--- config.mk ---
export PLATFORM = sky130hd
export DESIGN_NAME = wpb_top
export DESIGN_NICKNAME = d
export VERILOG_FILES = /design/src/rtl/wpb_pkg.sv /design/src/rtl/wpb_data_pool.sv /design/src/rtl/wpb_addr_ring.sv /design/src/rtl/wpb_top.sv
export SDC_FILE = /design/constraint.sdc
export NUM_CORES = 1
export LEC_CHECK = 0
export ABC_AREA = 1
export CAP_MARGIN = 20
export CORE_MARGIN = 10
export CORE_UTILIZATION = 55
export DETAILED_ROUTE_END_ITERATION = 10
export GPL_TIMING_DRIVEN = 0
export PLACE_DENSITY_LB_ADDON = 0.12
export SETUP_SLACK_MARGIN = 0.1
export SYNTH_ARGS = -nofsm -noshare
export SYNTH_HDL_FRONTEND = slang
export SYNTH_SLANG_ARGS = --single-unit
--- constraint.sdc ---
create_clock -name clk -period 5 [get_ports clk]
set_input_delay 1.25 -clock clk [delete_from_list [all_inputs] [get_ports clk]]
set_output_delay 1.25 -clock clk [all_outputs]
set_load 0.02 [all_outputs]
--- src/rtl/wpb_pkg.sv ---
package wpb_pkg;

  typedef enum logic [1:0] {UB_IDLE, UB_ISSUE, UB_DONE} ub_state_e;

  // A write may be posted only when globally enabled, marked bufferable and not locked.
  function automatic logic may_post(logic en, logic bufable, logic locked);
    return en & bufable & ~locked;
  endfunction

  function automatic int unsigned ring_next(int unsigned idx, int unsigned size);
    return (idx + 1 >= size) ? 0 : idx + 1;
  endfunction

  function automatic int unsigned ring_prev(int unsigned idx, int unsigned size);
    return (idx == 0) ? size - 1 : idx - 1;
  endfunction

endpackage

--- src/rtl/wpb_data_pool.sv ---
module wpb_data_pool
  import wpb_pkg::*;
#(
  parameter int DW    = 32,
  parameter int DEPTH = 8,
  localparam int PW   = (DEPTH > 1) ? $clog2(DEPTH) : 1,
  localparam int CW   = $clog2(DEPTH + 1)
) (
  input  logic          clk,
  input  logic          rst_n,
  input  logic          push_i,
  input  logic [DW-1:0] push_data_i,
  input  logic          pop_i,
  output logic [DW-1:0] head_data_o,
  output logic [CW-1:0] count_o
);

  logic [DW-1:0] slot_q [DEPTH];
  logic [PW-1:0] wr_q, rd_q;
  logic [CW-1:0] cnt_q;

  always_ff @(posedge clk) begin
    if (push_i) slot_q[wr_q] <= push_data_i;
  end

  always_ff @(posedge clk or negedge rst_n) begin
    if (!rst_n) begin
      wr_q  <= '0;
      rd_q  <= '0;
      cnt_q <= '0;
    end else begin
      if (push_i) wr_q <= PW'(ring_next(32'(wr_q), DEPTH));
      if (pop_i)  rd_q <= PW'(ring_next(32'(rd_q), DEPTH));
      unique case ({push_i, pop_i})
        2'b10:   cnt_q <= cnt_q + CW'(1);
        2'b01:   cnt_q <= cnt_q - CW'(1);
        default: cnt_q <= cnt_q;
      endcase
    end
  end

  assign head_data_o = slot_q[rd_q];
  assign count_o     = cnt_q;

endmodule

--- src/rtl/wpb_addr_ring.sv ---
module wpb_addr_ring
  import wpb_pkg::*;
#(
  parameter int AW   = 16,
  parameter int AENT = 2,
  parameter int RW   = 4,
  localparam int PW  = (AENT > 1) ? $clog2(AENT) : 1,
  localparam int CW  = $clog2(AENT + 1)
) (
  input  logic          clk,
  input  logic          rst_n,
  input  logic          alloc_i,
  input  logic [AW-1:0] alloc_addr_i,
  input  logic          extend_i,
  input  logic          advance_i,
  output logic [AW-1:0] head_addr_o,
  output logic [RW-1:0] head_left_o,
  output logic          head_free_o,
  output logic [CW-1:0] count_o
);

  logic [AW-1:0] addr_q [AENT];
  logic [RW-1:0] left_q [AENT];
  logic [PW-1:0] wr_q, rd_q, tail_idx;
  logic [CW-1:0] cnt_q;
  logic          head_free;

  assign tail_idx  = PW'(ring_prev(32'(wr_q), AENT));
  assign head_free = advance_i && (left_q[rd_q] == RW'(1));

  for (genvar e = 0; e < AENT; e++) begin : g_entry
    logic ext_hit, adv_hit, new_hit;
    assign new_hit = alloc_i && (wr_q == PW'(e));
    assign ext_hit = extend_i && (tail_idx == PW'(e));
    assign adv_hit = advance_i && (rd_q == PW'(e));

    always_ff @(posedge clk or negedge rst_n) begin
      if (!rst_n) begin
        addr_q[e] <= '0;
        left_q[e] <= '0;
      end else if (new_hit) begin
        addr_q[e] <= alloc_addr_i;
        left_q[e] <= RW'(1);
      end else begin
        if (adv_hit) addr_q[e] <= addr_q[e] + AW'(1);
        unique case ({ext_hit, adv_hit})
          2'b10:   left_q[e] <= left_q[e] + RW'(1);
          2'b01:   left_q[e] <= left_q[e] - RW'(1);
          default: left_q[e] <= left_q[e];
        endcase
      end
    end
  end

  always_ff @(posedge clk or negedge rst_n) begin
    if (!rst_n) begin
      wr_q  <= '0;
      rd_q  <= '0;
      cnt_q <= '0;
    end else begin
      if (alloc_i)   wr_q <= PW'(ring_next(32'(wr_q), AENT));
      if (head_free) rd_q <= PW'(ring_next(32'(rd_q), AENT));
      unique case ({alloc_i, head_free})
        2'b10:   cnt_q <= cnt_q + CW'(1);
        2'b01:   cnt_q <= cnt_q - CW'(1);
        default: cnt_q <= cnt_q;
      endcase
    end
  end

  assign head_addr_o = addr_q[rd_q];
  assign head_left_o = left_q[rd_q];
  assign head_free_o = head_free;
  assign count_o     = cnt_q;

endmodule

--- src/rtl/wpb_top.sv ---
module wpb_top
  import wpb_pkg::*;
#(
  parameter int AW    = 16,
  parameter int DW    = 32,
  parameter int DEPTH = 8,
  parameter int AENT  = 2
) (
  input  logic          clk,
  input  logic          rst_n,
  input  logic          cfg_post_en,
  input  logic          cpu_wr_valid,
  input  logic [AW-1:0] cpu_wr_addr,
  input  logic [DW-1:0] cpu_wr_data,
  input  logic          cpu_wr_seq,
  input  logic          cpu_wr_bufable,
  input  logic          cpu_wr_locked,
  output logic          cpu_stall,
  output logic          mem_req,
  output logic [AW-1:0] mem_addr,
  output logic [DW-1:0] mem_data,
  input  logic          mem_ack,
  output logic          buf_empty
);

  localparam int DCW = $clog2(DEPTH + 1);
  localparam int ACW = $clog2(AENT + 1);

  // Named internal events, visible to the bound checker.
  logic [DCW-1:0] d_count;
  logic [ACW-1:0] a_count;
  logic [AW-1:0]  head_addr;
  logic [DCW-1:0] head_left;
  logic [DW-1:0]  pool_data;
  logic           head_free;
  logic           is_post, drain_on, drain_ack, can_append;
  logic           data_room, addr_room, post_stall, post_acc;
  logic           ext_go, alloc_go, ub_start;

  ub_state_e      ub_q;
  logic [AW-1:0]  ub_addr_q;
  logic [DW-1:0]  ub_data_q;
  logic           open_q;

  assign is_post    = may_post(cfg_post_en, cpu_wr_bufable, cpu_wr_locked);
  assign drain_on   = (a_count != '0) && (ub_q == UB_IDLE);
  assign drain_ack  = drain_on && mem_ack;
  // Join the open entry unless that entry retires in this very cycle.
  assign can_append = open_q && cpu_wr_seq && (a_count != '0)
                      && !(head_free && (a_count == ACW'(1)));
  assign data_room  = d_count < DCW'(DEPTH);
  assign addr_room  = a_count < ACW'(AENT);
  assign post_stall = !data_room || !(can_append || addr_room);
  assign post_acc   = cpu_wr_valid && is_post && !post_stall;
  assign ext_go     = post_acc && can_append;
  assign alloc_go   = post_acc && !can_append;
  assign ub_start   = cpu_wr_valid && !is_post && (ub_q == UB_IDLE) && buf_empty;

  wpb_data_pool #(.DW(DW), .DEPTH(DEPTH)) i_pool (
    .clk         (clk),
    .rst_n       (rst_n),
    .push_i      (post_acc),
    .push_data_i (cpu_wr_data),
    .pop_i       (drain_ack),
    .head_data_o (pool_data),
    .count_o     (d_count)
  );

  wpb_addr_ring #(.AW(AW), .AENT(AENT), .RW(DCW)) i_ring (
    .clk          (clk),
    .rst_n        (rst_n),
    .alloc_i      (alloc_go),
    .alloc_addr_i (cpu_wr_addr),
    .extend_i     (ext_go),
    .advance_i    (drain_ack),
    .head_addr_o  (head_addr),
    .head_left_o  (head_left),
    .head_free_o  (head_free),
    .count_o      (a_count)
  );

  always_ff @(posedge clk or negedge rst_n) begin
    if (!rst_n) begin
      ub_q      <= UB_IDLE;
      ub_addr_q <= '0;
      ub_data_q <= '0;
      open_q    <= 1'b0;
    end else begin
      unique case (ub_q)
        UB_IDLE:  if (ub_start) begin
                    ub_q      <= UB_ISSUE;
                    ub_addr_q <= cpu_wr_addr;
                    ub_data_q <= cpu_wr_data;
                  end
        UB_ISSUE: if (mem_ack) ub_q <= UB_DONE;
        default:  ub_q <= UB_IDLE;
      endcase
      if (post_acc)              open_q <= 1'b1;
      else if (ub_q == UB_DONE)  open_q <= 1'b0;
    end
  end

  assign cpu_stall = cpu_wr_valid && (is_post ? post_stall : (ub_q != UB_DONE));
  assign mem_req   = drain_on || (ub_q == UB_ISSUE);
  assign mem_addr  = (ub_q == UB_ISSUE) ? ub_addr_q : head_addr;
  assign mem_data  = (ub_q == UB_ISSUE) ? ub_data_q : pool_data;
  assign buf_empty = (a_count == '0) && (d_count == '0);

endmodule

==> metrics, run 1 <==
gpl congestion around 0.91; htree depth 2; first-pass detailed-route iteration total 6; Post-DRT Antenna Nets 0; via/cell ratio between 5 and 6; CTS tree done; initial antenna violation count 1; layout cells sized above 1 0.0618; Max Used Layer met5; Sw Ratio 0.387; pre-CTS setup slack roughly 400 ps; met1 wire length 17200 um; post-synthesis mux area share 0; Logic pwr share 0.404; Worst Tran Pin Value 862 ps; power density over cell area just under 600 nW/um^2; cell mode on critical path clkbuf_1; fin util 0.661; setup ws final roughly 340 ps; Post-Synth Simple-Gate Area 0.167; P_sw ~4.4 mW; detailed-route wire length per cell just over 20 um; Placed Area ~18000 um^2; Period Utilization, post-route 0.933; Reg2Reg Setup Slack roughly 1700 ps; Critical Path Fanout Max 10; die extent in x 190 um; largest family of logic cells by synthesized area simple AND/OR/NAND/NOR gates; Post-Syn Area per Cell approximately 10 um^2; Cells on Worst Hold Path 2; Core Area roughly 29000 um^2; clock sinks around 360; clock skew approximately 12 ps; first-pass GRT wire length 67900 um; RR Startpoint i_ring.count_o[1]$_DFFE_PN0P_; Setup CP Type reg2out; Worst setup EP type output pin; DRC Markers 0; final wirelength 42900 um; Int Pwr between 6 and 7 mW; sequential share of power 0.353; reg2reg path depth 13; Die Area 36100 um^2; post-synthesis xor/xnor area fraction 0.0143; net count after synthesis between 1.5k and 2k; fin area 18900 um^2; postcts setup bufs 0; Die Ht between 150 and 200 um; Congestion Overflow GR 0; Synth Area in Compound Gates 0.116; crit path DAT around 3400 ps; Worst EP required approximately 3800 ps; Ports between 100 and 150; minimum clock period approximately 4700 ps; placed cell count roughly 2.1k; clock insertion delay at the later pin of the skew report ~520 ps; max-slew violations 0; Finished Layout Cells 2132; Critical Path Source Type flop; CP top delay family buffers and inverters; clock power share 0.242; overall routing resource usage 0.239; crit-path max cell delay slightly below 700 ps; Num CTS Buffers 38; Synth cell types 37; clock-pin slew on the worst setup and hold paths about 60 ps; worst hold endpoint ub_data_q[20]$_DFFE_PN0P_; vias in the first global route about 12k; Hold Path Class reg2reg; status complete, no violations; # rows 62; final hold violations 0; Seq/Total Area, Yosys 0.649; adder-cell share of the synthesized area 0.0139; Seq cells post-synth around 360; port buffer count ~110; RR Endpoint i_pool.slot_q[6][10]$_DFFE_PP_; initial core utilization 0.555; VDD IR max between 0.3 and 0.4 mV; clock root buffer clkbuf_16; Leakage Power 7.37 nW; metal3 WL between 3000 and 4000 um; dpl hpwl around 29000 um; Gate Count Post-Synth roughly 1.6k; initial DRC count 1036; Post-Synthesis Cell Area between 15000 and 20000 um^2; RSZ-0062 raised after global routing no; Max-slew headroom 0.426; Total Nets Final between 1.5k and 2k; Area Growth Syn to Fin 19.1%; Syn. warnings 0; met2 wire len approximately 21000 um; Final TNS setup 0 ps; count of endpoints failing setup in the final report 0; max cap viols 0; slowest CP cell clkdlybuf4s50_1; largest net degree at the start of global routing 54; CP Buf/Inv Count 3; CTS Buffer Depth 3; min-delay src ub_data_q[20]$_DFFE_PN0P_; n_diodes 0; via count around 12k; critical-path cell list clkbuf_1, clkbuf_1, o21ai_0, o22ai_1, nand2_1, a31oi_1, clkdlybuf4s50_1; top achievable clock speed about 210 MHz
flip-flops by register name, indices dropped and copies added, names as in the netlist, 2 cells and up:
register,count
i_ring.left_q,8
i_pool.rd_q,3
i_ring.count_o,2
i_ring.addr_q,32
i_pool.wr_q,3
ub_q,2
i_pool.count_o,4
i_pool.slot_q,256
ub_data_q,32
ub_addr_q,16
metrics by stage:
stage | total power [mW] | hold slack [ps]
after floorplan | 6.70 | 450
after global placement | 8.43 | 462
after detailed placement | 8.56 | 466
after CTS | 11.3 | 482
after global routing | 12.0 | 505
final | 11.3 | 482
routing by layer:
layer | track usage | vias up
li1 | - | 5702
met1 | 0.312 | 5835
met2 | 0.400 | 557
met3 | 0.0487 | 66
met4 | 0.0623 | 2
met5 | 0 | -
worst max-delay path by stage:
stage	start	to	slack (ps)	depth (start not counted)
after floorplan	cfg_post_en	i_pool.slot_q[0][0]$_DFFE_PP_	970	7
after global placement	rst_n	ub_data_q[17]$_DFFE_PN0P_	-1940	1
after detailed placement	mem_ack	cpu_stall	390	8
after CTS	i_pool.rd_q[0]$_DFFE_PN0N_	mem_data[30]	220	9
after global routing	i_pool.rd_q[0]$_DFFE_PN0N_	mem_data[19]	170	9
final	i_pool.rd_q[0]$_DFFE_PN0N_	mem_data[30]	340	7
Yosys cell counts, drive strengths merged:
| library cell | instances | area (um^2) |
|---|---|---|
| fa | 1 | 20.0 |
| nand2 | 344 | 1300 |
| nor2 | 270 | 1060 |
| nor3b | 4 | 30.0 |
| a211oi | 2 | 15.0 |
| o21ai | 200 | 1000 |
| buf | 18 | 103 |
| a31oi | 35 | 219 |
| o22ai | 65 | 407 |
| clkinv | 2 | 7.51 |
| xnor2 | 8 | 70.1 |
| nand3 | 21 | 110 |
| o21a | 2 | 15.0 |
| clkbuf | 64 | 240 |
| edfxtp | 256 | 7690 |
| xor2 | 18 | 158 |
| nor4 | 1 | 12.5 |
| nor3 | 17 | 85.1 |
| o31ai | 1 | 7.51 |
| ha | 16 | 200 |
| inv | 74 | 278 |
| a21oi | 32 | 160 |
| a311oi | 1 | 8.76 |
| dfrtp | 105 | 2630 |
| nand4 | 7 | 58.8 |
| a22oi | 1 | 7.51 |
| or2 | 1 | 6.26 |
cell usage in the layout, fill, tap and decap left out, types with 11 or more instances in the layout:
master	netlist	routed
clkbuf_16	0	39
nor2_1	264	257
edfxtp_1	256	256
a31oi_1	35	35
clkbuf_1	64	70
xor2_1	18	18
inv_1	71	71
ha_1	16	16
dfrtp_1	105	105
o21ai_0	189	189
nand3_1	20	20
nor3_1	17	16
nand2_1	341	341
a21oi_1	32	32
o21ai_1	11	11
clkdlybuf4s50_1	0	105
o22ai_1	65	65
timing repair:
item                       4_1_cts  5_1_grt
hold endpoints to repair         0        0
gates resized for setup          0        9
hold buffers                     0        0
setup endpoints to repair        0        4
layout make-up:
type	instances	area [um^2]
Inverter	76	285
Timing Repair Buffer	116	1300
Clock buffer	50	1030
Tap cell	384	480
Buffer	82	349
Sequential cell	361	10300
Fill cell	2223	9690
Clock inverter	16	161
Multi-Input combinational cell	1047	5010
worst min-delay path: stages (launching register included):
cell,delay (ps)
dfrtp_1,340
nand2_1,60
nand2_1,50
power by group through the flow:
stage	sequential, mW	combinational [mW]	clock (mW)
4_1_cts	3.97	4.57	2.76
3_3_place_gp	4.01	4.42	0
2_1_floorplan	3.93	2.77	0
5_1_grt	4.04	5.03	2.89
3_5_place_dp	4.02	4.54	0
6_report	3.98	4.55	2.73
cells by family after synthesis:
group	after synthesis
compound gates	339
xor+xnor	26
fa+ha+maj	17
buf+inv	158
flops	361
simple gates	665
No activity file was read; power rests on OpenSTA's default activity.
==> run 2, diff against run 1 <==
--- a/config.mk
+++ b/config.mk
@@ -7,8 +7,10 @@
 export LEC_CHECK = 0
 export ABC_AREA = 1
 export CAP_MARGIN = 20
+export CELL_PAD_IN_SITES_DETAIL_PLACEMENT = 0
+export CELL_PAD_IN_SITES_GLOBAL_PLACEMENT = 1
 export CORE_MARGIN = 10
-export CORE_UTILIZATION = 55
+export CORE_UTILIZATION = 47
 export DETAILED_ROUTE_END_ITERATION = 10
 export GPL_TIMING_DRIVEN = 0
 export PLACE_DENSITY_LB_ADDON = 0.12
==> run 2 against run 1 <==
Clock skew shrank 0.92 ps. Highest routed layer unchanged. Utilization down 9.2 points. First-iteration DRC count fell by 2.1%. Clock-buffer cell count is 2 higher.
==> metrics, run 2 (synthesis results as in run 1) <==
Die Ht 204 um (+7.3%); initial DRC count 1014 (-2.1%); setup ws final 338 ps (+0.806 ps); first-pass GRT wire length 69200 um (+2.0%); vias in the first global route 11.9k (-1.3%); minimum clock period 4660 ps (-0.806 ps); fin area 19100 um^2 (+0.67%); CTS Buffer Depth 3 (unchanged); most frequent cells in the layout 341 x nand2_1, 257 x nor2_1, 256 x edfxtp_1, 189 x o21ai_0; max-slew violations 0 (unchanged); final wirelength 44700 um (+4.1%); initial core utilization 0.475 (-0.0801); via count 12.0k (-1.7%); Final TNS setup 0 ps (unchanged); Worst Tran Pin Value 849 ps (-12.9 ps); Critical Path Fanout Max 10 (unchanged); Leakage Power 7.40 nW (+0.49%); final hold violations 0 (unchanged); initial antenna violation count 2 (+1); Worst EP required 3750 ps (about the same); met1 wire length 18700 um (+8.7%); biggest regs i_pool.slot_q: 256 flops, i_ring.addr_q: 32 flops, ub_data_q: 32 flops; Ports 107 (unchanged); clock skew 11.4 ps (-0.919 ps); pre-CTS setup slack 417 ps (+23.5 ps); Area Growth Syn to Fin 19.9%; status complete, no violations; Die Area 41600 um^2 (+15%); Critical Path Source Type flop; gpl congestion 0.862 (-5.6%); Period Utilization, post-route 0.932 (about the same); n_diodes 0 (unchanged); Finished Layout Cells 2200 (+3.2%); Num CTS Buffers 39 (+2.6%); clock root buffer clkbuf_16; largest register by flop count i_pool.slot_q; Total Nets Final 1796 (+0.056%); DRC Markers 0 (unchanged); top achievable clock speed 214 MHz (about the same); # rows 67 (+8.1%); via/cell ratio 5.43 (-4.7%); CTS tree done; VDD IR max 0.325 mV (-13%); power density over cell area 599 nW/um^2 (+0.77%); Max Used Layer met5; detailed-route wire length per cell 20.3 um (+0.85%); Hold Path Class reg2reg; die extent in x 204 um (+7.3%); Post-DRT Antenna Nets 0 (unchanged); placed cell count 2130 (+3.1%); overall routing resource usage 0.213 (-0.0258); largest net degree at the start of global routing 84 (+56%); crit path DAT 3410 ps (about the same); first-pass detailed-route iteration total 6 (unchanged); Core Area 33400 um^2 (+17%); htree depth 2 (unchanged); number of flip-flops under the largest register name 256 (unchanged); commonest non-fill, non-tap cell in the layout nand2_1; RSZ-0062 raised after global routing yes; metal3 WL 3130 um (-15%); Hold-fix buffers, CTS 0 (unchanged); clock sinks 361 (unchanged); Setup CP Type reg2out; met2 wire len 21700 um (+2.6%); Worst setup EP type output pin; dpl hpwl 29900 um (+4.1%); clock-pin slew on the worst setup and hold paths 60 ps (about the same); Placed Area 17800 um^2 (+0.32%); Max-slew headroom 0.434 (+0.00858); Congestion Overflow GR 0 (unchanged); count of endpoints failing setup in the final report 0 (unchanged); clock insertion delay at the later pin of the skew report 520 ps (about the same); max cap viols 0 (unchanged); layout cells sized above 1 0.0668 (+0.00500); port buffer count 106 (unchanged)
## run 2: changes by cell type in the layout (fill, tap and decap cells not counted)
cell,before,now
buf_12,3,6
buf_16,6,3
clkbuf_1,70,67
clkbuf_2,5,8
clkinv_2,7,10
clkbuf_8,1,3
clkinv_1,5,3
bufinv_16,3,4
## run 2: critical path, stage by stage, from the launching register on
cell,delay [ps]
dfrtp_1,430
clkbuf_1,280
inv_1,130
buf_2,240
clkbuf_1,460
o21ai_0,160
o22ai_1,180
nand2_1,70
a31oi_1,260
clkdlybuf4s50_1,680
## run 2: cell type report
type,instances,area [um^2]
well taps,448,561
clock inverters,18,199
fillers,2915,14400
multi-input cells,1047,5010
flip-flops and latches,361,10300
clock buffers,52,1050
repair buffers,116,1280
plain buffers,82,353
inverters,76,285
## run 2: power breakdown
group,total [mW],switching (mW),internal (mW),leakage (nW)
Combinational,4.60,2.94,1.67,3.14
Sequential,3.97,0.337,3.63,3.64
Clock,2.85,1.15,1.69,0.620
## run 2: stage by stage
stage | power, mW | util | hold slack (ps)
after detailed placement | 8.62 | 0.532 | 466
after global placement | 8.54 | 0.524 | 463
after CTS | 11.5 | 0.569 | 483
after global routing | 12.1 | 0.570 | 498
final | 11.4 | 0.570 | 480
after floorplan | 6.70 | - | 450
## run 2: path summary, 6_finish.rpt
| check | from | to | slack, ps | depth (start not counted) |
|---|---|---|---|---|
| max reg2reg | i_ring.count_o[1]$_DFFE_PN0P_ | i_ring.left_q[2]$_DFFE_PN0P_ | 1820 | 21 |
| min | ub_data_q[19]$_DFFE_PN0P_ | ub_data_q[19]$_DFFE_PN0P_ | 480 | 2 |
| min reg2reg | ub_data_q[19]$_DFFE_PN0P_ | ub_data_q[19]$_DFFE_PN0P_ | 480 | 2 |
| min in group asynchronous | rst_n | ub_data_q[8]$_DFFE_PN0P_ | 600 | 1 |
| max in group asynchronous | rst_n | i_ring.addr_q[30]$_DFFE_PN0P_ | 3640 | 2 |
| max | i_pool.rd_q[0]$_DFFE_PN0N_ | mem_data[19] | 340 | 9 |
## run 2: per-layer routing
| layer | global-route usage | up-vias |
|---|---|---|
| met5 | 0 | - |
| met4 | 0.0645 | 4 |
| met3 | 0.0376 | 78 |
| met2 | 0.359 | 429 |
| met1 | 0.276 | 5748 |
| li1 | - | 5696 |
## run 2: repair_timing
action / in CTS / in global routing
resized for setup: 0 / 15
setup buffers: 0 / 0
endpoints found under the setup margin: 0 / 8
==> run 3, diff against run 2 <==
--- a/config.mk
+++ b/config.mk
@@ -9,8 +9,8 @@
 export CAP_MARGIN = 20
 export CELL_PAD_IN_SITES_DETAIL_PLACEMENT = 0
 export CELL_PAD_IN_SITES_GLOBAL_PLACEMENT = 1
-export CORE_MARGIN = 10
-export CORE_UTILIZATION = 47
+export CORE_MARGIN = 4
+export CORE_UTILIZATION = 35
 export DETAILED_ROUTE_END_ITERATION = 10
 export GPL_TIMING_DRIVEN = 0
 export PLACE_DENSITY_LB_ADDON = 0.12
==> run 3 against run 2 <==
Sequential share of layout area down 0.76 points. Sequential cell count stayed put. Final area rose by 1.4%. Sequential power is essentially flat. Register-to-register slack got worse by 170 ps. Worst hold slack better by 1.7 ps. Clock skew rose by 8.3 ps. Via count fell by 0.64%. Critical path depth is the same. Non-clock buffer count stayed put. Die area up 18%. Power increased by 1.6%. Critical path type unchanged. Highest routed layer unchanged.
==> metrics, run 3 (synthesis results as in run 1) <==
top achievable clock speed 213 MHz (-0.80%); Int Pwr 7.04 mW (+0.69%); Hold Path Class reg2reg; pre-CTS setup slack 303 ps (-114 ps); power density over cell area 600 nW/um^2 (+0.19%); placed cell count 2274 (+6.8%); crit path DAT 3450 ps (+40 ps); Total Nets Final 1798 (+0.11%); detailed-route wire length per cell 20.6 um (+1.5%); RR Startpoint i_ring.count_o[1]$_DFFE_PN0P_; dpl hpwl 32200 um (+7.6%); Congestion Overflow GR 0 (unchanged); clock-pin slew on the worst setup and hold paths 60 ps (about the same); via/cell ratio 5.05 (-7.0%); initial core utilization 0.357 (-0.118); Post-DRT Antenna Nets 0 (unchanged); layout cells sized above 1 0.0705 (+0.00375); clock sinks 361 (unchanged); # rows 77 (+15%); largest net degree at the start of global routing 65 (-23%); CTS tree done; n_diodes 0 (unchanged); biggest regs i_pool.slot_q: 256 flops, i_ring.addr_q: 32 flops, ub_data_q: 32 flops; gpl congestion 0.804 (-6.7%); Ports 107 (unchanged); Logic pwr share 0.400 (-0.003); clock power share 0.258 (+0.009); initial antenna violation count 2 (unchanged); sequential share of power 0.342 (-0.005); setup ws final 300 ps (-37.7 ps); post-CTS resize count 4 (+4); final hold violations 0 (unchanged); Critical Path Source Type flop; Num CTS Buffers 41 (+5.1%); fin area 19300 um^2 (+1.4%); Max-slew headroom 0.363 (-0.0713); Design Power 11.6 mW (+1.6%); Finished Layout Cells 2350 (+6.8%); hold slack 482 ps (+1.65 ps); Sw Ratio 0.393 (+0.00555); Area Growth Syn to Fin 21.6%; port buffer count 106 (unchanged); final wirelength 48400 um (+8.4%); Worst Tran Pin Value 956 ps (+107 ps); fin util 0.434 (-0.136); Critical Path Fanout Max 10 (unchanged); die extent in x 221 um (+8.4%); overall routing resource usage 0.197 (-0.0158); Leakage Power 7.44 nW (+0.45%); initial DRC count 767 (-24%); number of flip-flops under the largest register name 256 (unchanged); minimum clock period 4700 ps (+37.7 ps); most frequent cells in the layout 341 x nand2_1, 257 x nor2_1, 256 x edfxtp_1, 189 x o21ai_0; htree depth 2 (unchanged); DRC Markers 0 (unchanged); first-pass detailed-route iteration total 5 (-1); count of endpoints failing setup in the final report 0 (unchanged); Final TNS setup 0 ps (unchanged); max cap viols 0 (unchanged); vias in the first global route 12.1k (+1.7%); max-slew violations 0 (unchanged); first-pass GRT wire length 74800 um (+8.0%); P_sw 4.57 mW (+3.1%); min-delay src ub_data_q[23]$_DFFE_PN0P_; Worst Setup SP i_pool.rd_q[0]$_DFFE_PN0N_; commonest non-fill, non-tap cell in the layout nand2_1; worst setup path end mem_data[31]; Worst EP required 3750 ps (about the same); Die Area 48900 um^2 (+18%); RSZ-0062 raised after global routing no; via count 11.9k (-0.64%); Die Ht 221 um (+8.4%); status complete, no violations; RR Endpoint i_pool.slot_q[6][7]$_DFFE_PP_; clock insertion delay at the later pin of the skew report 570 ps (+50 ps); CTS Buffer Depth 3 (unchanged); Hold-fix buffers, CTS 0 (unchanged); largest register by flop count i_pool.slot_q; final-layout fill cell count 4350 (+49%); Setup CP Type reg2out; Reg2Reg Setup Slack 1650 ps (-170 ps); Core Area 44500 um^2 (+33%); Cells on Worst Hold Path 2 (unchanged); clock skew 19.7 ps (+8.28 ps); postcts setup bufs 0 (unchanged); VDD IR max 0.337 mV (+3.8%); Period Utilization, post-route 0.940 (+0.00753); Worst setup EP type output pin; Placed Area 18000 um^2 (+1.0%); clock root buffer clkbuf_16; reg2reg path depth 13 (-38%)
-- run 3: cell types whose count changed in the layout (fill, tap and decap cells not counted), sizes merged --
| cell | change |
|---|---|
| bufinv | -1 |
| buf | +1 |
| clkbuf | +2 |
| inv | +1 |
| clkinvlp | +3 |
-- run 3: how the worst min path moves through the flow --
stage	slack (ps)	end
4_1_cts	480	ub_data_q[8]$_DFFE_PN0P_
6_report	480	ub_data_q[23]$_DFFE_PN0P_
3_5_place_dp	470	ub_data_q[8]$_DFFE_PN0P_
5_1_grt	500	ub_data_q[23]$_DFFE_PN0P_
3_3_place_gp	460	ub_data_q[31]$_DFFE_PN0P_
2_1_floorplan	450	ub_data_q[0]$_DFFE_PN0P_
-- run 3: layout make-up --
class	count	area (um^2)	share of cell area
Clock buffer	55	1110	0.0574
Tap cell	592	741	0.0383
Timing Repair Buffer	116	1280	0.0662
Clock inverter	21	220	0.0114
Sequential cell	361	10300	0.534
Buffer	82	360	0.0186
Multi-Input combinational cell	1047	5020	0.260
Inverter	76	285	0.0148
-- run 3: critical path, stage by stage, from the launching register on --
cell	delay, ps
dfrtp_1	440
clkbuf_1	280
inv_1	120
buf_2	250
buf_2	340
nor2_1	70
o22ai_1	160
nand2_1	80
a31oi_1	440
clkdlybuf4s50_1	700
-- run 3: per-layer routing --
layer / wire length, um / track usage / share of wire / vias up
li1: - / - / - / 5709
met3: 2580 / 0.0363 / 0.053 / 81
met2: 23100 / 0.332 / 0.48 / 309
met1: 21400 / 0.264 / 0.44 / 5775
met5: 34 / 0 / 0.00070 / -
met4: 1220 / 0.0558 / 0.025 / 4
-- run 3: power groups by stage --
stage	logic [mW]	registers [mW]	clock network, mW
5_1_grt	5.17	4.03	3.20
3_3_place_gp	4.64	4.02	0
2_1_floorplan	2.77	3.93	0
4_1_cts	4.70	3.97	3.07
6_report	4.65	3.97	2.99
3_5_place_dp	4.69	4.02	0
